`src/rtl/sfg_pkg.sv`:
```
// Package: shared widths, configuration record and the rate-code table
// for the sample-rate divider and frame generator.
package sfg_pkg;
    localparam int SRC_W   = 3;
    localparam int RATE_W  = 3;
    localparam int FSZ_W   = 2;
    localparam int FACT_W  = 12;   // holds the largest divide factor (3072)
    localparam int LEN_W   = 9;    // holds the largest frame length (256)
    localparam int SLOT_W  = 8;    // slot index 0..255

    localparam logic [SRC_W-1:0] SRC_BCLK    = 3'd0;
    localparam logic [SRC_W-1:0] SRC_OSC_A   = 3'd1;
    localparam logic [SRC_W-1:0] SRC_OSC_B   = 3'd2;
    localparam logic [SRC_W-1:0] SRC_EXT_FS  = 3'd3;
    localparam logic [SRC_W-1:0] SRC_EXT_DIV = 3'd4;

    localparam logic [FACT_W-1:0] FIXED_FACTOR = 12'd256;

    typedef struct packed {
        logic [SRC_W-1:0]  src;
        logic [RATE_W-1:0] rate;
        logic [FSZ_W-1:0]  fsz;
        logic              master;
    } cfg_t;

    // Divide factor in source ticks for each rate code.
    function automatic logic [FACT_W-1:0] rate_factor(input logic [RATE_W-1:0] code);
        case (code)
            3'd0:    return 12'd3072;
            3'd1:    return 12'd1536;
            3'd2:    return 12'd896;
            3'd3:    return 12'd768;
            3'd4:    return 12'd448;
            3'd5:    return 12'd384;
            3'd6:    return 12'd512;
            default: return 12'd2560;
        endcase
    endfunction
endpackage

```
`src/rtl/sfg_cfg.sv`:
```
// Module: sfg_cfg
// Holds the shadow copy of the configuration and resolves it into the
// effective divide factor, frame length, master flag and error flag.
// Assumes load_i is only raised at a sample boundary or while stopped.
module sfg_cfg
    import sfg_pkg::*;
(
    input  logic              clk,
    input  logic              rst_n,
    input  logic              load_i,
    input  cfg_t              cfg_i,
    output logic [SRC_W-1:0]  src_o,
    output logic              primed_o,
    output logic [FACT_W-1:0] factor_o,
    output logic [LEN_W-1:0]  flen_o,
    output logic              master_o,
    output logic              err_o
);
    cfg_t shadow;
    logic primed;
    logic by_bclk;
    logic fixed_rate;
    logic [FACT_W:0] twice_len;
    logic rate_bad;

    // Capture the requested configuration when the block allows it.
    always_ff @(posedge clk) begin
        if (!rst_n) begin
            shadow <= '0;
            primed <= 1'b0;
        end else if (load_i) begin
            shadow <= cfg_i;
            primed <= 1'b1;
        end
    end

    // Resolve overrides and the period length from the shadow copy.
    always_comb begin
        by_bclk    = (shadow.src == SRC_BCLK);
        fixed_rate = by_bclk || (shadow.src == SRC_EXT_FS);
        factor_o   = fixed_rate ? FIXED_FACTOR : rate_factor(shadow.rate);
        if (by_bclk) begin
            flen_o = 9'd256;
        end else begin
            case (shadow.fsz)
                2'd0:    flen_o = 9'd64;
                2'd1:    flen_o = 9'd128;
                default: flen_o = 9'd256;
            endcase
        end
        master_o = shadow.master && !by_bclk;
    end

    // Flag combinations the block cannot serve.
    always_comb begin
        twice_len = {{(FACT_W-LEN_W){1'b0}}, flen_o, 1'b0};
        rate_bad  = (shadow.src == SRC_OSC_A) &&
                    ((shadow.rate == 3'd4) || (shadow.rate == 3'd5));
        err_o = (shadow.src > SRC_EXT_DIV) || rate_bad ||
                (!by_bclk && (shadow.fsz == 2'd3)) ||
                (master_o && ({1'b0, factor_o} < twice_len));
    end

    assign src_o    = shadow.src;
    assign primed_o = primed;

    // A period shorter than one slot per tick pair never runs in master mode.
    p_slot_room_r10: assert property (@(posedge clk) disable iff (!rst_n)
        (primed && master_o && !err_o) |-> ({1'b0, factor_o} >= {{(FACT_W-LEN_W){1'b0}}, flen_o, 1'b0}));
endmodule

```
`src/rtl/sfg_clkmon.sv`:
```
// Module: sfg_clkmon
// Selects the tick of the active clock source and gates external sources
// until a warm-up count of their ticks has been seen.
// Assumes ticks are single-cycle enables in the system clock domain.
module sfg_clkmon
    import sfg_pkg::*;
#(
    parameter int WARMUP = 2000
) (
    input  logic             clk,
    input  logic             rst_n,
    input  logic [SRC_W-1:0] src_i,
    input  logic             bclk_tick_i,
    input  logic             osc_a_tick_i,
    input  logic             osc_b_tick_i,
    input  logic             ext_tick_i,
    output logic             tick_o,
    output logic             ok_o
);
    localparam int CNT_W = $clog2(WARMUP + 1);
    localparam logic [CNT_W-1:0] WARM_LAST = CNT_W'(WARMUP);

    logic             is_ext;
    logic             was_ext;
    logic [CNT_W-1:0] warm_cnt;

    // Route the tick of the selected source.
    always_comb begin
        case (src_i)
            SRC_BCLK:    tick_o = bclk_tick_i;
            SRC_OSC_A:   tick_o = osc_a_tick_i;
            SRC_OSC_B:   tick_o = osc_b_tick_i;
            SRC_EXT_FS:  tick_o = ext_tick_i;
            SRC_EXT_DIV: tick_o = ext_tick_i;
            default:     tick_o = 1'b0;
        endcase
    end

    assign is_ext = (src_i == SRC_EXT_FS) || (src_i == SRC_EXT_DIV);

    // Count external ticks since the external source was chosen.
    always_ff @(posedge clk) begin
        if (!rst_n) begin
            was_ext  <= 1'b0;
            warm_cnt <= '0;
        end else begin
            was_ext <= is_ext;
            if (!is_ext || !was_ext) begin
                warm_cnt <= '0;
            end else if (tick_o && (warm_cnt != WARM_LAST)) begin
                warm_cnt <= warm_cnt + 1'b1;
            end
        end
    end

    assign ok_o = !is_ext || (was_ext && (warm_cnt == WARM_LAST));

    p_warm_cap_r9: assert property (@(posedge clk) disable iff (!rst_n)
        warm_cnt <= WARM_LAST);
    p_warm_steps_r9: assert property (@(posedge clk) disable iff (!rst_n)
        (is_ext && was_ext && $past(is_ext) && $past(was_ext)) |->
            ((warm_cnt == $past(warm_cnt)) || (warm_cnt == $past(warm_cnt) + 1'b1)));
endmodule

```
`src/rtl/sfg_div.sv`:
```
// Module: sfg_div
// Counts source ticks and marks the last tick of each sample period.
// Assumes factor_i only changes when the counter sits at zero.
module sfg_div
    import sfg_pkg::*;
(
    input  logic              clk,
    input  logic              rst_n,
    input  logic              run_i,
    input  logic              tick_i,
    input  logic [FACT_W-1:0] factor_i,
    output logic              wrap_o
);
    logic [FACT_W-1:0] cnt;
    logic              at_last;

    assign at_last = (cnt == factor_i - 1'b1);
    assign wrap_o  = run_i && tick_i && at_last;

    // Advance the period counter on every accepted tick.
    always_ff @(posedge clk) begin
        if (!rst_n || !run_i) begin
            cnt <= '0;
        end else if (tick_i) begin
            cnt <= at_last ? '0 : cnt + 1'b1;
        end
    end

    p_cnt_range_r3: assert property (@(posedge clk) disable iff (!rst_n)
        cnt < factor_i);
    p_hold_idle_r3: assert property (@(posedge clk) disable iff (!rst_n)
        (run_i && !tick_i) |=> (cnt == $past(cnt)));
endmodule

```
`src/rtl/sfg_frame.sv`:
```
// Module: sfg_frame
// Spreads the frame's bit slots over one sample period with a phase
// accumulator and derives the bit clock and the frame-sync pulse.
// Assumes factor_i >= 2 * flen_i whenever master_i is set.
module sfg_frame
    import sfg_pkg::*;
(
    input  logic              clk,
    input  logic              rst_n,
    input  logic              run_i,
    input  logic              tick_i,
    input  logic              wrap_i,
    input  logic              master_i,
    input  logic [FACT_W-1:0] factor_i,
    input  logic [LEN_W-1:0]  flen_i,
    output logic              sclk_o,
    output logic              fsync_o
);
    logic [FACT_W-1:0] acc;
    logic [SLOT_W-1:0] slot;
    logic [FACT_W:0]   acc_sum;
    logic              slot_done;
    logic              last_slot;

    // Next phase and whether a slot boundary is crossed.
    always_comb begin
        acc_sum   = {1'b0, acc} + {{(FACT_W+1-LEN_W){1'b0}}, flen_i};
        slot_done = (acc_sum >= {1'b0, factor_i});
        last_slot = ({1'b0, slot} == flen_i - 1'b1);
    end

    // Step the phase accumulator and slot index per accepted tick.
    always_ff @(posedge clk) begin
        if (!rst_n || !run_i) begin
            acc  <= '0;
            slot <= '0;
        end else if (tick_i) begin
            if (slot_done) begin
                acc  <= FACT_W'(acc_sum - {1'b0, factor_i});
                slot <= last_slot ? '0 : slot + 1'b1;
            end else begin
                acc  <= acc_sum[FACT_W-1:0];
            end
        end
    end

    assign sclk_o  = master_i && run_i && (acc < (factor_i >> 1));
    assign fsync_o = master_i && run_i && (slot == '0);

    p_frame_aligned_r4: assert property (@(posedge clk) disable iff (!rst_n)
        wrap_i |=> ((acc == '0) && (slot == '0)));
    p_slot_range_r4: assert property (@(posedge clk) disable iff (!rst_n)
        {1'b0, slot} < flen_i);
    p_fsync_high_clk_r5: assert property (@(posedge clk) disable iff (!rst_n)
        $rose(fsync_o) |-> sclk_o);
endmodule

```
`src/rtl/sfg_top.sv`:
```
// Module: sfg_top
// Sample-rate divider and frame generator. Picks a tick source, divides it
// into sample periods and, as master, generates bit clock and frame sync.
// Configuration is taken at sample boundaries or whenever stopped.
module sfg_top
    import sfg_pkg::*;
#(
    parameter int WARMUP = 2000
) (
    input  logic              clk,
    input  logic              rst_n,
    input  logic              bclk_tick_i,
    input  logic              osc_a_tick_i,
    input  logic              osc_b_tick_i,
    input  logic              ext_tick_i,
    input  logic [SRC_W-1:0]  src_sel_i,
    input  logic [RATE_W-1:0] rate_sel_i,
    input  logic [FSZ_W-1:0]  frame_sel_i,
    input  logic              master_i,
    output logic              sample_stb_o,
    output logic              sclk_o,
    output logic              sclk_oe_o,
    output logic              fsync_o,
    output logic              fsync_oe_o,
    output logic              clk_ok_o,
    output logic              cfg_err_o
);
    cfg_t              req_cfg;
    logic [SRC_W-1:0]  act_src;
    logic              primed;
    logic [FACT_W-1:0] factor;
    logic [LEN_W-1:0]  flen;
    logic              master_eff;
    logic              cfg_bad;
    logic              src_tick;
    logic              src_ok;
    logic              running;
    logic              wrap;
    logic              load;
    logic              stb_q;

    assign req_cfg = '{src: src_sel_i, rate: rate_sel_i, fsz: frame_sel_i, master: master_i};
    assign running = primed && src_ok && !cfg_bad;
    assign load    = !running || wrap;

    sfg_cfg u_cfg (
        .clk      (clk),
        .rst_n    (rst_n),
        .load_i   (load),
        .cfg_i    (req_cfg),
        .src_o    (act_src),
        .primed_o (primed),
        .factor_o (factor),
        .flen_o   (flen),
        .master_o (master_eff),
        .err_o    (cfg_bad)
    );

    sfg_clkmon #(.WARMUP(WARMUP)) u_clkmon (
        .clk          (clk),
        .rst_n        (rst_n),
        .src_i        (act_src),
        .bclk_tick_i  (bclk_tick_i),
        .osc_a_tick_i (osc_a_tick_i),
        .osc_b_tick_i (osc_b_tick_i),
        .ext_tick_i   (ext_tick_i),
        .tick_o       (src_tick),
        .ok_o         (src_ok)
    );

    sfg_div u_div (
        .clk      (clk),
        .rst_n    (rst_n),
        .run_i    (running),
        .tick_i   (src_tick),
        .factor_i (factor),
        .wrap_o   (wrap)
    );

    sfg_frame u_frame (
        .clk      (clk),
        .rst_n    (rst_n),
        .run_i    (running),
        .tick_i   (src_tick),
        .wrap_i   (wrap),
        .master_i (master_eff),
        .factor_i (factor),
        .flen_i   (flen),
        .sclk_o   (sclk_o),
        .fsync_o  (fsync_o)
    );

    // Register the end-of-period mark into the sample strobe.
    always_ff @(posedge clk) begin
        if (!rst_n) stb_q <= 1'b0;
        else        stb_q <= wrap;
    end

    assign sample_stb_o = stb_q;
    assign sclk_oe_o    = primed && master_eff;
    assign fsync_oe_o   = primed && master_eff;
    assign clk_ok_o     = src_ok;
    assign cfg_err_o    = primed && cfg_bad;

    p_stb_single_r3: assert property (@(posedge clk) disable iff (!rst_n)
        sample_stb_o |=> !sample_stb_o);
    p_err_quiet_r10: assert property (@(posedge clk) disable iff (!rst_n)
        cfg_err_o |=> !sample_stb_o);
    p_warm_quiet_r9: assert property (@(posedge clk) disable iff (!rst_n)
        !clk_ok_o |=> !sample_stb_o);
    p_slave_idle_r8: assert property (@(posedge clk) disable iff (!rst_n)
        !sclk_oe_o |-> (!sclk_o && !fsync_o));
endmodule

```
`config.mk`:
```
export PLATFORM = sky130hd
export DESIGN_NAME = sfg_top
export DESIGN_NICKNAME = d
export VERILOG_FILES = /design/src/rtl/sfg_pkg.sv /design/src/rtl/sfg_cfg.sv /design/src/rtl/sfg_clkmon.sv /design/src/rtl/sfg_div.sv /design/src/rtl/sfg_frame.sv /design/src/rtl/sfg_top.sv
export SDC_FILE = /design/constraint.sdc
export NUM_CORES = 1
export LEC_CHECK = 0
export ABC_AREA = 0
export ABC_CLOCK_PERIOD_IN_PS = 4300
export BUFFER_PORTS_ARGS = -buffer_cell sky130_fd_sc_hd__buf_2
export CAP_MARGIN = 20
export CORE_UTILIZATION = 45
export CTS_CLUSTER_SIZE = 20
export DETAILED_ROUTE_END_ITERATION = 7
export PLACE_DENSITY = 0.63
export SLEW_MARGIN = 10
export SYNTH_ARGS = -nofsm -noshare
export SYNTH_HDL_FRONTEND = slang
export SYNTH_SLANG_ARGS = --single-unit
```
`constraint.sdc`:
```
create_clock -name clk -period 4.3 [get_ports clk]
set_input_delay 0.86 -clock clk [delete_from_list [all_inputs] [get_ports clk]]
set_output_delay 0.86 -clock clk [all_outputs]
set_load 0.02 [all_outputs]
```
==> run_results.csv, run 1 <==
group,metric,value,unit
yosys,yosysWarnings,0,
power,p_per_area,409,nW/um^2
yosys,synth_top_area_share,0.293,
sta,post-route-period-util,0.929,
yosys,synth-seq-area-share,0.293,
critical_path,worstPathRequired,4520,ps
grt,grt_usage,0.198,
floorplan,die_h,88.3,um
detailed_routing,drt-initial-drc-count,132,
sta,hold_violations,0,
sta,setup_viol,0,
critical_path,critPathLaunchType,"flop",
cts,cts_root_buf,"clkbuf_8",
cts,cts_hold_buf,0,
yosys,synthArstFlopShare,0,
grt,grt_pass1_wl,12100,um
cts,cts_tree,"built",
yosys,syn_nets,445,
place,place.gp.congestion,0.902,
finish,diodes,0,
cts,path_clk_slew,100,ps
critical_path,end_kind,"flop",
sta,fin_crit,3990,ps
detailed_routing,wl_per_cell,13.9,um
place,port_buffers,21,
power,p_leak,0.00138,uW
finish,layout-drive-gt1-share,0.123,
min_path,hold_path_class,"flop to flop",
detailed_routing,drt-pass1-iter-count,4,
yosys,synth_ff_type,"dfxtp_1",
cts,numCtsBuffers,5,
floorplan,dieArea,7790,um^2
finish,final_util,0.506,
run,max-cap-violations,0,
critical_path,crit_type,"flop to flop",
yosys,synthCells,407,
cts,cts.sink_count,49,
sta,setup_slack,306,ps
finish,seqCellArea,983,um^2
sta,maxSlewViolCount,0,
critical_path,path_cells,"nor3_1 > nor2_1 > inv_1 > nor2_1 > ha_1 > fa_1 > xor2_1 > ha_1 > o21ai_0 > a311oi_1 > o31ai_4 > and2_4 > or3_2 > a311oi_1",
power,ir_worst_vdd,0.000195,V
detailed_routing,vias_per_cell,5.35,
critical_path,crit_slowest_cell,"a311oi_1",
detailed_routing,postRouteAntennaNets,0,
yosys,synthDistinctLibCells,65,
cts,ctsLongestPathBuffers,2,
grt,grt-ovfl-total,0,
yosys,ys_top_cells_by_count,"nand2_1, dfxtp_1, nor2_1",
yosys,synth.area.top_cells,"dfxtp_1, ha_1, nand2_1",
floorplan,fp.coreArea,7210,um^2
cts,cts_max_level,2,
run_status,outcome,"finished clean",
place,hpwl,5410,um
yosys,synth_area,3350,um^2
grt,grt_pass1_vias,2550,
floorplan,num_rows,31,
finish,layout.nets,459,
finish,multiInputGateArea,2180,um^2
yosys,synth-seq-cells,49,
place,place_ws,330,ps
critical_path,crit_fanout,13,
yosys,synth.most_common_cell,"nand2_1",
sta,setup_tns,0,ps
cts,clk_latency,310,ps
sta,skew,8.49,ps
sta,tightest_slew,936,ps
critical_path,arrival,4220,ps
yosys,synth_edf_count,0,
finish,area_delta_synth_final,9.12,%
yosys,syn_avg_cell_area,8.23,um^2
grt,grt_start_max_net_pins,25,
detailed_routing,postRouteWirelength,7220,um
power,p_total,1490,uW
yosys,synth_top_area_cell,"dfxtp_1",
sta,slew_headroom,0.373,
critical_path,max_stage_delay,480,ps
floorplan,die_width,88.3,um
finish,fillers,723,
detailed_routing,drc,0,
floorplan,ios,22,
sta,fmax,250,MHz
detailed_routing,vias,2789,
floorplan,start_util,0.464,
grt,antenna_found_initial,0,
## timing repair
action / 4_1_cts / 5_1_grt
setup buffers: 0 / 0
gates resized for setup: 0 / 3
setup endpoints to repair: 0 / 10
## routing by layer
| layer | GRT usage | wire length, um |
|---|---|---|
| met3 | 0.0280 | 184 |
| met1 | 0.277 | 3680 |
| met2 | 0.311 | 3230 |
| met5 | 0 | 0 |
| met4 | 0.0689 | 123 |
## cells by family after synthesis
kind of cell    count (synthesis)  synth area share
simple gates                  169             0.249
compound gates                 73             0.158
flops                          49             0.293
buf+inv                        44            0.0617
xor+xnor                       36             0.104
fa+ha+maj                      25            0.0964
mux                            11            0.0377
## cell usage in the layout (no fill, tap or decap), drive strengths merged, types with 4 or more instances in the layout
master and n:
mux2i 10, and2 4, or3 7, o21ai 20, dfxtp 49, nand3 15, nand2 55, a311oi 5
xor2 18, a21oi 23, and3 7, clkbuf 5, buf 25, nand4 10, nor3 9, xnor2 17
nor2 40, nand3b 4, ha 21, inv 27
## through the flow
stage | hold WS, ps | instances | instance area [um^2]
floorplan | 434 | 407 | 3350
global placement | 450 | 513 | 3500
detailed placement | 461 | 513 | 3500
CTS | 475 | 521 | 3640
global route | 492 | 521 | 3650
finish | 473 | 521 | 3650
## area by class of cell
cell class,instances,area share
clock buffers,5,0.0188
clock inverters,3,0.0188
inverters,26,0.0267
multi-input cells,314,0.596
flip-flops and latches,49,0.269
well taps,99,0.0339
repair buffers,25,0.0370
## power breakdown
group          internal, uW  leakage (uW)  switching [uW]
clock                   234     0.0000687             171
combinational           232      0.000912             350
sequential              473      0.000398            32.6
## sequential cells by signal (all words and copies together), names as in the netlist
| signal | cells |
|---|---|
| u_cfg.src_o | 3 |
| u_frame.slot | 8 |
| sample_stb_o | 1 |
| u_clkmon.warm_cnt | 11 |
| u_div.cnt | 12 |
| u_cfg.primed_o | 1 |
| u_clkmon.was_ext | 1 |
| u_cfg.shadow | 6 |
| u_frame.acc | 6 |
## path summary, 6_finish.rpt
path	from	endpoint	slack [ps]	cells past startpoint
setup reg to reg	u_cfg.src_o[0]$_SDFFE_PN0P_	u_frame.acc[9]$_SDFFE_PP0P_	310	14
hold / removal	u_cfg.shadow[0]$_SDFFE_PN0P_	u_cfg.shadow[0]$_SDFFE_PN0P_	470	2
hold reg to reg	u_cfg.shadow[0]$_SDFFE_PN0P_	u_cfg.shadow[0]$_SDFFE_PN0P_	470	2
setup / recovery	u_cfg.src_o[0]$_SDFFE_PN0P_	u_frame.acc[9]$_SDFFE_PP0P_	310	14
## critical path: cells and delay by family (launching register included)
kind                     cells  cell delay, ps
flip-flops                   1             400
XOR/XNOR                     1             190
adder cells (fa/ha/maj)      3            1020
AND/OR/NAND/NOR              5            1060
AO/OA/AOI/OAI                4            1080
buffers and inverters        1             130
Note: power is estimated with default switching activity, not from simulation.
==> run 2, diff against run 1 <==
RECOVER_POWER = 25   (was default)
==> run_results.csv, run 2 (synthesis results as in run 1) <==
group,metric,value,unit
run_status,outcome,"finished clean",
sta,hold_violations,0,
critical_path,arrival,4230,ps
power,clkPwrFrac,0.272,
critical_path,critPathTopFamily,"compound AO/OA/AOI/OAI gates",
critical_path,path_cells,"nor3_1 > nor2_1 > inv_1 > nor2_1 > ha_1 > fa_1 > xor2_1 > ha_1 > o21ai_0 > a311oi_1 > o31ai_4 > and2_4 > or3_2 > a311oi_1",
critical_path,r2r_slack,300,ps
cts,cts_root_buf,"clkbuf_8",
sta,post-route-period-util,0.931,
grt,antenna_found_initial,0,
critical_path,crit_path_end,"u_frame.acc[9]$_SDFFE_PP0P_",
floorplan,dieArea,7790,um^2
critical_path,crit_slowest_cell,"a311oi_1",
critical_path,critical_path.startpoint,"u_cfg.src_o[0]$_SDFFE_PN0P_",
power,power_switching,556,uW
grt,grt_pass1_vias,2550,
grt,grt-ovfl-total,0,
finish,reg_top3,"u_div.cnt x12, u_clkmon.warm_cnt x11, u_frame.slot x8",
cts,cts_hold_buf,0,
power,p_comb_frac,0.389,
sta,fmax,250,MHz
min_path,hold_path_class,"flop to flop",
power,p_leak,0.00136,uW
detailed_routing,vias_per_cell,5.39,
detailed_routing,drt-pass1-iter-count,4,
run,max-cap-violations,0,
sta,setup_viol,0,
place,hpwl,5410,um
sta,maxSlewViolCount,0,
detailed_routing,drt-initial-drc-count,139,
critical_path,timing.rr.end,"u_frame.acc[9]$_SDFFE_PP0P_",
power,cellInternalPower,937,uW
detailed_routing,postRouteAntennaNets,0,
detailed_routing,vias,2808,
critical_path,reg2reg_from,"u_cfg.src_o[0]$_SDFFE_PN0P_",
cts,clk_latency,310,ps
power,seqPwrFrac,0.339,
detailed_routing,wl_per_cell,14.0,um
critical_path,worstPathRequired,4520,ps
critical_path,end_kind,"flop",
finish,largest_register_ff_count,12,
critical_path,critPathLaunchType,"flop",
critical_path,max_stage_delay,480,ps
cts,cts_tree,"built",
grt,grt_pass1_wl,12100,um
cts,path_clk_slew,100,ps
finish,layout.nets,459,
critical_path,crit_type,"flop to flop",
power,p_sw_frac,0.372,
cts,ctsLongestPathBuffers,2,
power,p_total,1490,uW
cts,cts_max_level,2,
power,ir_worst_vdd,0.000195,V
cts,numCtsBuffers,5,
floorplan,die_h,88.3,um
sta,tightest_slew,1130,ps
cts,postCtsSetupBuffers,0,
detailed_routing,drc,0,
floorplan,start_util,0.464,
sta,fin_crit,4000,ps
finish,layout-drive-gt1-share,0.111,
floorplan,die_width,88.3,um
finish,area_delta_synth_final,8.78,%
floorplan,ios,22,
cts,cts.sink_count,49,
finish,final_cell_mix,"nand2_1, dfxtp_1, nor2_1, inv_1, a21oi_1",
finish,diodes,0,
power,p_per_area,410,nW/um^2
grt,grt_start_max_net_pins,25,
critical_path,reg2reg_depth,14,
floorplan,num_rows,31,
finish,top_register,"u_div.cnt",
finish,stdcell_count,521,
critical_path,timing.critical_path.buf_inv,1,
floorplan,fp.coreArea,7210,um^2
finish,layout_commonest_cell,"nand2_1",
critical_path,crit_fanout,13,
place,port_buffers,21,
sta,skew,8.99,ps
detailed_routing,postRouteWirelength,7270,um
critical_path,crit_cells,14,
grt,grt_usage,0.198,
sta,slew_headroom,0.245,
place,place.gp.congestion,0.902,
place,dp_cells,513,
## run 2: cell count changes in the layout (fill, tap and decap cells not counted)
cell      change
and2_0        +1
and2_1        -1
buf_4         -2
buf_1         +1
clkbuf_1      +4
buf_2         -3
## run 2: layer usage
| layer | global-route usage | routed length (um) | vias up |
|---|---|---|---|
| met5 | 0 | 0 | - |
| met2 | 0.311 | 3300 | 54 |
| met1 | 0.277 | 3650 | 1296 |
| li1 | - | - | 1446 |
| met4 | 0.0689 | 124 | 0 |
| met3 | 0.0280 | 202 | 12 |
## run 2: power by group through the flow
stage | clock network (uW) | registers [uW] | logic, uW
floorplan | 0 | 497 | 491
CTS | 414 | 505 | 571
global route | 431 | 510 | 644
detailed placement | 0 | 515 | 567
finish | 405 | 506 | 581
global placement | 0 | 515 | 559
## run 2: repair_timing
action	4_1_cts	5_1_grt
endpoints found under the setup margin	0	10
resized for setup	0	3
hold endpoints to repair	0	0
## run 2: stage by stage
step	setup TNS, ps	hold slack [ps]	area, um^2	utilization	setup WS [ps]
floorplan	0	434	3350	-	803
global placement	0	450	3500	0.486	565
detailed placement	0	461	3500	0.486	330
CTS	0	475	3640	0.505	278
global route	-5.08	492	3640	0.505	-5.08
finish	0	473	3640	0.505	298
## run 2: worst min-delay path by stage
stage	slack, ps	from	to	depth (start not counted)
floorplan	430	u_clkmon.was_ext$_SDFF_PN0_	u_clkmon.warm_cnt[6]$_SDFFE_PP0P_	2
detailed placement	460	u_cfg.shadow[0]$_SDFFE_PN0P_	u_cfg.shadow[0]$_SDFFE_PN0P_	2
global placement	450	u_cfg.shadow[0]$_SDFFE_PN0P_	u_cfg.shadow[0]$_SDFFE_PN0P_	2
finish	470	u_cfg.shadow[0]$_SDFFE_PN0P_	u_cfg.shadow[0]$_SDFFE_PN0P_	2
global route	490	u_cfg.shadow[0]$_SDFFE_PN0P_	u_cfg.shadow[0]$_SDFFE_PN0P_	2
CTS	480	u_cfg.shadow[0]$_SDFFE_PN0P_	u_cfg.shadow[0]$_SDFFE_PN0P_	2
## run 2: final cells by class
class / count / area (um^2)
clock buffer: 5 / 68.8
timing repair buffer: 25 / 124
sequential: 49 / 983
multi-input combinational: 314 / 2180
inverter: 26 / 97.6
fill: 724 / 3570
tap: 99 / 124
clock inverter: 3 / 68.8
## run 2: worst reg2reg max path, stage by stage, from the launching register on
cell	delay, ps
dfxtp_2	400
nor3_1	210
nor2_1	70
inv_1	140
nor2_1	80
ha_1	220
fa_1	410
xor2_1	190
ha_1	400
o21ai_0	190
a311oi_1	480
o31ai_4	150
and2_4	230
or3_2	460
a311oi_1	270
==> run 3, diff against run 2 <==
CORE_UTILIZATION = 30   (was 45)
PLACE_DENSITY = 0.46   (was 0.63)
REMOVE_ABC_BUFFERS = 1   (was default)
==> run_results.csv, run 3 (synthesis results as in run 1) <==
group,metric,value,unit
detailed_routing,met1_length,3890,um
critical_path,crit_fanout,13,
finish,largest_register_ff_count,12,
sta,post-route-period-util,0.902,
min_path,hold_path_class,"flop to flop",
power,p_leak,0.00135,uW
grt,grt-ovfl-total,0,
floorplan,ios,22,
critical_path,arrival,4100,ps
finish,diodes,0,
finish,seqCellArea,983,um^2
place,dp_cells,554,
detailed_routing,vias,2792,
detailed_routing,drc,0,
grt,grt_usage,0.143,
place,dpl_cell_area,3560,um^2
place,port_buffers,21,
cts,cts_tree,"built",
run_status,outcome,"finished clean",
finish,final_util,0.339,
finish,layout_commonest_cell,"nand2_1",
finish,layout-drive-gt1-share,0.111,
critical_path,crit_type,"flop to flop",
floorplan,fp.coreArea,10800,um^2
cts,numCtsBuffers,5,
sta,fin_crit,3880,ps
sta,fmax,258,MHz
finish,fillers,1208,
sta,hold_violations,0,
sta,tightest_slew,1050,ps
detailed_routing,met3WireLength,145,um
critical_path,end_kind,"flop",
place,place.gp.congestion,0.839,
finish,multiInputGateArea,2170,um^2
finish,reg_top3,"u_div.cnt x12, u_clkmon.warm_cnt x11, u_frame.slot x8",
cts,postCtsSetupBuffers,0,
detailed_routing,postRouteAntennaNets,0,
detailed_routing,top_layer,"met4",
floorplan,start_util,0.309,
critical_path,critPathLaunchType,"flop",
cts,cts_max_level,2,
floorplan,dieArea,11600,um^2
sta,skew,9.22,ps
sta,setup_tns,0,ps
detailed_routing,postRouteWirelength,7660,um
cts,ctsLongestPathBuffers,2,
sta,rsz0062_at_grt,"no",
floorplan,die_h,108,um
sta,slew_headroom,0.300,
cts,cts_root_buf,"clkbuf_8",
finish,layout.nets,459,
detailed_routing,wl_per_cell,13.6,um
finish,top_register,"u_div.cnt",
finish,final_cell_mix,"nand2_1, dfxtp_1, nor2_1, inv_1, a21oi_1",
floorplan,die_width,108,um
critical_path,worstPathRequired,4520,ps
finish,postLayoutCellArea,3670,um^2
grt,grt_pass1_wl,13100,um
cts,clk_latency,310,ps
critical_path,r2r_slack,420,ps
grt,grt_start_max_net_pins,22,
run,max-cap-violations,0,
detailed_routing,drt-initial-drc-count,69,
place,hpwl,5970,um
finish,area_delta_synth_final,9.64,%
grt,grt_pass1_vias,2738,
detailed_routing,vias_per_cell,4.97,
detailed_routing,wl_met2,3580,um
finish,stdcell_count,562,
power,ir_worst_vdd,0.000137,V
detailed_routing,drt-pass1-iter-count,4,
cts,cts.sink_count,49,
cts,path_clk_slew,100,ps
floorplan,num_rows,38,
power,p_per_area,392,nW/um^2
sta,maxSlewViolCount,0,
grt,antenna_found_initial,0,
sta,setup_viol,0,
==> run 3: timing repair <==
| item | 4_1_cts | 5_1_grt |
|---|---|---|
| setup endpoints to repair | 0 | 3 |
| hold buffers | 0 | 0 |
| gates resized for setup | 0 | 3 |
==> run 3: where the power goes <==
group	switching, uW	total, uW	internal (uW)
clock network	165	355	189
logic	349	577	228
registers	32.0	506	474
==> run 3: critical path: stages, from the launching register on <==
cell and delay [ps]:
dfxtp_2 400, nor3_1 200, nor2_1 70, inv_1 130, nor2_1 80, ha_1 220
fa_1 410, xor2_1 190, ha_1 400, o21ai_0 190, a311oi_1 460, o31ai_4 140
and2_4 230, or3_2 450, a311oi_1 240
==> run 3: per-stage QoR <==
step                      power, uW  hold WS, ps  setup slack, ps
after CTS                      1450          477              254
final                          1440          469              419
after detailed placement       1090          459              355
after floorplan                 942          435              760
after global placement         1090          449              508
after global routing           1540          517              117
==> run 3: cell type report <==
class,instances,share of cell area
clock buffer,6,0.0225
clock inverter,2,0.0102
inverter,26,0.0266
multi-input combinational,314,0.591
sequential,49,0.268
tap,140,0.0477
timing repair buffer,25,0.0341
==> run 3: routing by layer <==
metal | vias up | GRT usage
met4 | 0 | 0.0470
met2 | 30 | 0.237
met1 | 1319 | 0.189
met3 | 5 | 0.0230
met5 | - | 0
li1 | 1438 | -
==> run 3: final timing paths <==
path	cells after the start	to	from
setup / recovery	14	u_frame.acc[9]$_SDFFE_PP0P_	u_cfg.src_o[0]$_SDFFE_PN0P_
setup reg to reg	14	u_frame.acc[9]$_SDFFE_PP0P_	u_cfg.src_o[0]$_SDFFE_PN0P_
hold reg to reg	2	u_cfg.shadow[0]$_SDFFE_PN0P_	u_cfg.shadow[0]$_SDFFE_PN0P_
hold / removal	2	u_cfg.shadow[0]$_SDFFE_PN0P_	u_cfg.shadow[0]$_SDFFE_PN0P_
